===== src/rtl/gpr_pkg.sv =====
package gpr_pkg;

    // Where a read port takes its word from
    typedef enum logic [1:0] {
        SRC_ZERO   = 2'd0,
        SRC_BYPASS = 2'd1,
        SRC_STORE  = 2'd2
    } gpr_src_e;

endpackage


===== src/rtl/gpr_preset_gen.sv =====
module gpr_preset_gen #(
    parameter int                 DEPTH      = 32,
    parameter int                 WIDTH      = 32,
    parameter int                 SP_IDX     = 29,
    parameter int                 RA_IDX     = 31,
    parameter logic [WIDTH-1:0]   SP_PRESET  = 32'h0100_0000,
    parameter logic [WIDTH-1:0]   RA_PRESET  = '1,
    parameter logic [WIDTH-1:0]   GEN_PRESET = '1
) (
    output logic [DEPTH-1:0][WIDTH-1:0] preset_vals
);

    for (genvar i = 0; i < DEPTH; i++) begin : g_preset
        if (i == 0) begin : g_zero
            assign preset_vals[i] = '0;
        end else if (i == SP_IDX) begin : g_sp
            assign preset_vals[i] = SP_PRESET;
        end else if (i == RA_IDX) begin : g_ra
            assign preset_vals[i] = RA_PRESET;
        end else begin : g_gen
            assign preset_vals[i] = GEN_PRESET;
        end
    end

endmodule


===== src/rtl/gpr_read_port.sv =====
module gpr_read_port
    import gpr_pkg::*;
#(
    parameter int DEPTH     = 32,
    parameter int WIDTH     = 32,
    parameter bit BYPASS_EN = 1'b1,
    localparam int ADDR_W   = $clog2(DEPTH)
) (
    input  logic                        rst,
    input  logic                        wr_en,
    input  logic [ADDR_W-1:0]           wr_addr,
    input  logic [WIDTH-1:0]            wr_data,
    input  logic [DEPTH-1:0][WIDTH-1:0] store,
    input  logic [ADDR_W-1:0]           rd_addr,
    output logic [WIDTH-1:0]            rd_data
);

    gpr_src_e src;
    logic     fwd_hit;

    assign fwd_hit = BYPASS_EN && wr_en && !rst && (wr_addr == rd_addr);

    always_comb begin
        if (rd_addr == '0) begin
            src = SRC_ZERO;
        end else if (fwd_hit) begin
            src = SRC_BYPASS;
        end else begin
            src = SRC_STORE;
        end
    end

    always_comb begin
        unique case (src)
            SRC_ZERO:   rd_data = '0;
            SRC_BYPASS: rd_data = wr_data;
            default:    rd_data = store[rd_addr];
        endcase
    end

endmodule


===== src/rtl/gpr_bank.sv =====
module gpr_bank #(
    parameter int               DEPTH      = 32,
    parameter int               WIDTH      = 32,
    parameter bit               BYPASS_EN  = 1'b1,
    parameter int               SP_IDX     = 29,
    parameter int               RA_IDX     = 31,
    parameter logic [WIDTH-1:0] SP_PRESET  = 32'h0100_0000,
    parameter logic [WIDTH-1:0] RA_PRESET  = '1,
    parameter logic [WIDTH-1:0] GEN_PRESET = '1,
    localparam int              ADDR_W     = $clog2(DEPTH),
    localparam int              N_PORTS    = 2
) (
    input  logic              clk,
    input  logic              rst,
    input  logic              wr_en,
    input  logic [ADDR_W-1:0] wr_addr,
    input  logic [WIDTH-1:0]  wr_data,
    input  logic [ADDR_W-1:0] rd_a_addr,
    output logic [WIDTH-1:0]  rd_a_data,
    input  logic [ADDR_W-1:0] rd_b_addr,
    output logic [WIDTH-1:0]  rd_b_data
);

    typedef struct packed {
        logic [DEPTH-1:0][WIDTH-1:0] ent;
    } bank_t;

    bank_t st_d, st_q;

    logic [DEPTH-1:0][WIDTH-1:0]   preset_vals;
    logic [N_PORTS-1:0][ADDR_W-1:0] port_addr;
    logic [N_PORTS-1:0][WIDTH-1:0]  port_data;

    gpr_preset_gen #(
        .DEPTH      (DEPTH),
        .WIDTH      (WIDTH),
        .SP_IDX     (SP_IDX),
        .RA_IDX     (RA_IDX),
        .SP_PRESET  (SP_PRESET),
        .RA_PRESET  (RA_PRESET),
        .GEN_PRESET (GEN_PRESET)
    ) i_presets (
        .preset_vals (preset_vals)
    );

    // Next-state: reset loads presets and outranks any write
    always_comb begin
        st_d = st_q;
        if (rst) begin
            st_d.ent = preset_vals;
        end else if (wr_en && (wr_addr != '0)) begin
            st_d.ent[wr_addr] = wr_data;
        end
        st_d.ent[0] = '0;
    end

    always_ff @(posedge clk) begin
        st_q <= st_d;
    end

    assign port_addr[0] = rd_a_addr;
    assign port_addr[1] = rd_b_addr;

    for (genvar p = 0; p < N_PORTS; p++) begin : g_port
        gpr_read_port #(
            .DEPTH     (DEPTH),
            .WIDTH     (WIDTH),
            .BYPASS_EN (BYPASS_EN)
        ) i_rd (
            .rst     (rst),
            .wr_en   (wr_en),
            .wr_addr (wr_addr),
            .wr_data (wr_data),
            .store   (st_q.ent),
            .rd_addr (port_addr[p]),
            .rd_data (port_data[p])
        );
    end

    assign rd_a_data = port_data[0];
    assign rd_b_data = port_data[1];

endmodule


===== config.mk =====
export PLATFORM = sky130hd
export DESIGN_NAME = gpr_bank
export DESIGN_NICKNAME = d
export VERILOG_FILES = /design/src/rtl/gpr_pkg.sv /design/src/rtl/gpr_preset_gen.sv /design/src/rtl/gpr_read_port.sv /design/src/rtl/gpr_bank.sv
export SDC_FILE = /design/constraint.sdc
export NUM_CORES = 2
export LEC_CHECK = 0
export BUFFER_PORTS_ARGS = -buffer_cell sky130_fd_sc_hd__buf_2
export CAP_MARGIN = 5
export CORE_UTILIZATION = 55
export DETAILED_ROUTE_END_ITERATION = 10
export GPL_TIMING_DRIVEN = 0
export PLACE_DENSITY = 0.67
export SLEW_MARGIN = 10
export SYNTH_ARGS = -nofsm -noshare
export SYNTH_HDL_FRONTEND = slang
export SYNTH_SLANG_ARGS = --single-unit
export TNS_END_PERCENT = 100

===== constraint.sdc =====
create_clock -name clk -period 2.7 [get_ports clk]
set_clock_uncertainty 0.05 [all_clocks]
set_input_delay 0.54 -clock clk [delete_from_list [all_inputs] [get_ports clk]]
set_output_delay 0.54 -clock clk [all_outputs]
set_load 0.02 [all_outputs]

* Yosys cells after proc, flatten, opt, wreduce, memory -nomap -nowiden
Cells that the tools add are included.
Widths: inputs -> output; s select.
** Cells by class
- Equal/unequal tests :: 4
- Reduce and logical (&&, ||, !) cells :: 11
- Order comparisons :: 4
- Muxes and demuxes :: 13
** Operators by type and width (count)
- $bwmux 1024 :: 1
- $bmux 32 s5 :: 2
- $demux 32 s5 :: 1
- $pmux 32 s2 :: 2
- $mux 32 :: 3
- $lt 5x6->1 const B :: 3
- $eq 5x5->1 :: 2
- $logic_not 5->1 :: 2
- $mux 2 :: 4
- $ge 5x1->1 const B :: 1
- $logic_and 1x1->1 :: 5
- $reduce_bool 5->1 :: 1
- $eq 2x1->1 const B :: 2
- $logic_not 2->1 :: 2
- $logic_not 1->1 :: 1
** Word-level totals
- Register bits after elaboration :: 992
- Output and inout bits :: 64
- Input bits :: 50
- Word-level logic and storage cells :: 63

* Logic depth before layout (Yosys ltp)
- Depth after elaboration :: 7
- Gate-level depth with buffers :: 8
- Gate-level depth less buffers :: 5

* Hierarchy
From an unflattened synthesis, not the netlist that was laid out.
** Unflattened totals
- Cells, all modules :: 5424
- Area, all modules :: 67661.1 um^2
** By module, submodules not included
- gpr_bank :: cells each 2982, area an instance 42034.1 um^2, instances 1, seq. area each 29788.6 um^2
- gpr_read_port :: cells each 708, area an instance 8966.1 um^2, instances 2, seq. area each 0.0 um^2
- gpr_preset_gen :: cells each 1026, area an instance 7694.9 um^2, instances 1, seq. area each 0.0 um^2

* Worst setup path before layout
OpenSTA, ideal clock, no wires.
- Kind :: input port to output port
- Start :: input port rd_a_addr[0]
- End :: output port rd_a_data[30]
- Buffers on the path :: 3
- Data required time :: 2.110 ns
- Arrival :: 2.264 ns
- Stages on the path :: 7
- Path slack :: -0.154 ns
- Path through :: buf_2 buf_6 buf_2 mux4_2 nor2_1 a211oi_1 o31ai_1
** On the way
- Cells in the longest elaborated chain, start to end :: 6
- Elaborated cells between the ends (all ways) :: 10
- Classes of those cells :: eq/ne: 2; mux: 5; reduce/logical: 3
** RTL lines
- start, declared :: line gpr_bank.sv:18 : input logic [ADDR_W-1:0] rd_a_addr,
- $eq 5x5->1 :: line gpr_read_port.sv:21 : assign fwd_hit = BYPASS_EN && wr_en && !rst && (wr_addr == rd_addr);
- $logic_and 1x1->1 :: line gpr_read_port.sv:21
- $mux 2 :: line gpr_read_port.sv:26 : end else if (fwd_hit) begin
- $mux 2 :: line gpr_read_port.sv:24 : if (rd_addr == '0) begin
- $eq 2x1->1 / $logic_not 2->1 (equally long branches) :: line gpr_read_port.sv:34 : unique case (src)
- $pmux 32 s2 (*) :: line gpr_read_port.sv:34
- end, declared :: line gpr_bank.sv:19 : output logic [WIDTH-1:0] rd_a_data,
Mark *: on every way between the ends. The rest lies on a longest branch, timed or not. The select of a mux whose other input is x is not followed.

* Final worst setup path
- Start :: register st_q[526] in the netlist's numbering
- End :: output port rd_a_data[14]
** On the way
- Cells in the longest elaborated chain, start to end :: 3
** RTL lines
- start, declared :: line gpr_bank.sv:28 : bank_t st_d, st_q;
- start signal, assigned :: line gpr_bank.sv:58 : st_q <= st_d;
- $bmux 32 s5 :: line gpr_read_port.sv:37 : default: rd_data = store[rd_addr];
- $mux 32 (implied by the code) :: line gpr_read_port.sv:37
- $pmux 32 s2 :: line gpr_read_port.sv:34
No other way between the ends. The select of a mux whose other input is x is not followed.

==> impl_results.md <==
- Worst-Skew Late Latency: around 750 ps
- Starting Density: between 50% and 60%
- First-pass GRT wire length: approximately 370000 microns
- Synth warnings: 0
- Pre-antenna DRT Iters: 9
- PwrDens: ~560 nW/um^2
- DR DRC count: 0
- Run status: complete, but fails checks
- Core area: 95580 sq um
- Num CTS Buffers: between 100 and 150
- WS Path Type: reg -> out
- Max FFs per register: around 990
- CTS sink cnt: slightly below 1k
- Seq/Total Area, Yosys: 37.25%
- Root buf cell: clkbuf_16
- Final hold violations: 0
- P_leak: between 20 and 25 nW
- Grt total ovfl: 0
- Critical Path AT: around 3000 ps
- Rows: 113
- Area of placed instances: roughly 55000 sq um
- Fraction of registers with async set/reset: 0%
- Final worst slack: -869.4 ps
- Synth unique cells: 49
- Worst-path clk slew: 60 ps
- Final instance area: roughly 65000 sq um
- Port Buffers: 70
- Max Cap Viol: 0
- Vias/cell: ~7.4
- Failing checks: setup timing
- WL/cell: ~40 microns
- Antenna-violating nets left: 0
- Vias: about 51k
- Clk buf depth: 3
- CTS tree: built
- EDFF count, synth: 0
- Dpl hpwl: 199100 microns
- Top reg by flops: st_q
- Required @ worst endpoint: between 2000 and 2500 ps
- Layout Nets: ~5.5k
- Biggest regs: st_q (992)
- Syn_area_per_cell: between 10 and 15 sq um
- HP Class: in -> reg
- Primary FF master, synth: dfxtp_1
- Mapped Area: roughly 53000 sq um
- CP Capture Type: output pin
- Pwr Total: between 30 and 40 mW
- Initial antenna violation count: 14
- Pin count of the biggest net entering global routing: 16
- GP Congestion: 1.133
- Launching element type of the critical path: flop
- Max transition margin: 0.9174%
- Initial DRC count: roughly 8.6k
- Total GRT Usage: approximately 54%
- Setup-failing EPs final: 64
- Worst slew pin tran: approximately 1500 ps
- I/O pin total: approximately 110
- Cells after Synth: 5132
- Chip height: between 300 and 400 microns
- Fmax achieved: between 200 and 300 MHz
- Hold Slack: between 150 and 200 ps
- Die width: 313.4 microns
- RSZ-0062 raised after global routing: true
- Share of cells above drive strength 1: between 20% and 30%
- DRT Wirelength: ~270000 microns
- H-Tree Depth: 3
- Die area: about 98000 sq um
- FF+latch count, synth: ~990
- Final worst path period share: 132.2%
- Vias in the first global route: around 47k
- Syn Nets: about 5.2k
- Period minus WS final: around 3600 ps
- CP Max Fanout: 3
- Peak VDD IR: about 0.0006 V
- Pins over their slew limit: 0
- Area Growth Syn to Fin: 22.08%
- Hold-fix buffers, CTS: 0
-- stage by stage --
| stage | worst slack [ps] | std cells | util (%) | setup TNS [ps] |
|---|---|---|---|---|
| after floorplan | 10.92 | 5132 | - | 0 |
| after global placement | -1971 | 6467 | 57.82 | -284000 |
| after detailed placement | -1890 | 6467 | 57.82 | -383810 |
| after CTS | -576.2 | 6752 | 66.66 | -28730 |
| after global routing | -870.8 | 6800 | 68.09 | -37990 |
| final | -869.4 | 6807 | 68.10 | -41650 |
-- what timing repair did --
action,in CTS,in global routing
resized for setup,953,192
pin swaps,217,146
cloned,8,4
endpoints found under the setup margin,64,64
buffers inserted,74,52
-- Yosys cell counts, types with 3 or more instances --
cell | n | area share [%]
mux2_2 | 34 | 0.72
buf_2 | 202 | 1.9
a22oi_1 | 129 | 1.8
nand3_1 | 33 | 0.31
a21oi_1 | 66 | 0.62
a211o_1 | 672 | 11
nor3_1 | 3 | 0.028
nor2_2 | 4 | 0.047
o22a_1 | 30 | 0.49
and2_0 | 3 | 0.035
dfxtp_1 | 992 | 37
nand3b_4 | 3 | 0.11
mux2i_1 | 66 | 1.2
nor2b_1 | 711 | 8.3
nor2_8 | 6 | 0.23
a221oi_1 | 61 | 1.0
nor2_4 | 11 | 0.23
a22o_1 | 31 | 0.51
nand2b_1 | 3 | 0.035
or3_1 | 3 | 0.035
mux4_2 | 448 | 19
buf_6 | 19 | 0.40
and3_1 | 32 | 0.38
xor2_1 | 4 | 0.066
nand3b_1 | 289 | 4.1
nand2_1 | 689 | 4.9
xnor2_1 | 6 | 0.099
buf_1 | 46 | 0.32
o21ai_0 | 61 | 0.57
o2bb2ai_1 | 31 | 0.51
nor2_1 | 16 | 0.11
nand4_1 | 31 | 0.36
clkbuf_1 | 322 | 2.3
buf_4 | 54 | 0.76
and2_1 | 3 | 0.035
-- layer usage --
layer,share of wire [%],vias to the layer above,global-route usage [%]
li1,-,19640,-
met1,34,25090,66.22
met2,39,4598,73.58
met3,17,1172,26.65
met4,9.6,14,39.89
met5,0.15,-,1.499
-- cell usage in the layout (no fill, tap or decap), types with 13 or more instances in the layout --
| cell type | n |
|---|---|
| buf_4 | 109 |
| a211o_1 | 672 |
| dfxtp_2 | 54 |
| nand3b_1 | 289 |
| buf_12 | 66 |
| clkbuf_1 | 276 |
| clkbuf_4 | 13 |
| buf_1 | 36 |
| a22oi_1 | 28 |
| buf_8 | 22 |
| o21ai_0 | 33 |
| buf_2 | 141 |
| a22oi_2 | 101 |
| mux4_2 | 448 |
| nand4_1 | 31 |
| clkinv_2 | 23 |
| a221oi_2 | 16 |
| mux2i_1 | 45 |
| nand3_1 | 22 |
| dfxtp_1 | 937 |
| a221oi_4 | 37 |
| a21oi_1 | 49 |
| clkbuf_8 | 42 |
| nand2_1 | 685 |
| o21ai_1 | 14 |
| nor2b_1 | 709 |
| and3_4 | 24 |
| buf_6 | 127 |
| mux2_2 | 32 |
| a22o_4 | 15 |
| clkbuf_16 | 117 |
| clkbuf_2 | 38 |
| buf_16 | 20 |
| o2bb2ai_4 | 19 |
| nor2_4 | 13 |
| o22a_1 | 30 |
| a22o_1 | 15 |
| mux2i_4 | 15 |
-- cell families (layout without fill, tap and decap cells) --
| logic type | count (synthesis) | after routing | synth area share [%] |
|---|---|---|---|
| muxes | 548 | 548 | 20.88 |
| buffers and inverters | 643 | 1045 | 5.648 |
| other | 0 | 8 | 0 |
| DFF | 992 | 992 | 37.25 |
| AOI/OAI and AO/OA | 1088 | 1088 | 16.66 |
| and+or+nand+nor | 1851 | 1851 | 19.40 |
| xor gates and xnor gates | 10 | 10 | 0.1643 |
-- final cells by class --
class | count | area, sq um
flip-flops and latches | 992 | 19930
plain buffers | 637 | 4399
repair buffers | 204 | 2447
multi-input cells | 3497 | 33020
clock inverters | 38 | 422.9
fillers | 7346 | 30480
clock buffers | 166 | 3274
diodes | 8 | 20.02
well taps | 1265 | 1583
-- worst paths after layout --
| path | from | to | slack, ps | depth (start not counted) |
|---|---|---|---|---|
| min reg2reg | st_q[639] | st_q[639] | 430 | 2 |
| min | wr_data[22] | st_q[982] | 170 | 2 |
| max reg2reg | st_q[502] | st_q[502] | 1710 | 2 |
| max | st_q[526] | rd_a_data[14] | -870 | 5 |
-- power breakdown --
group          leakage, nW  switching, mW  internal [mW]
Combinational         12.8           3.65           2.03
Sequential            8.02          0.171           14.8
Clock                 1.83           6.91           8.95
-- worst max-delay path: stages, from the launching register on --
cell,delay [ps]
dfxtp_1,350
mux4_2,550
a22oi_2,720
nand3_1,150
a22o_1,280
buf_6,150
(Power assumes the default switching activity.)
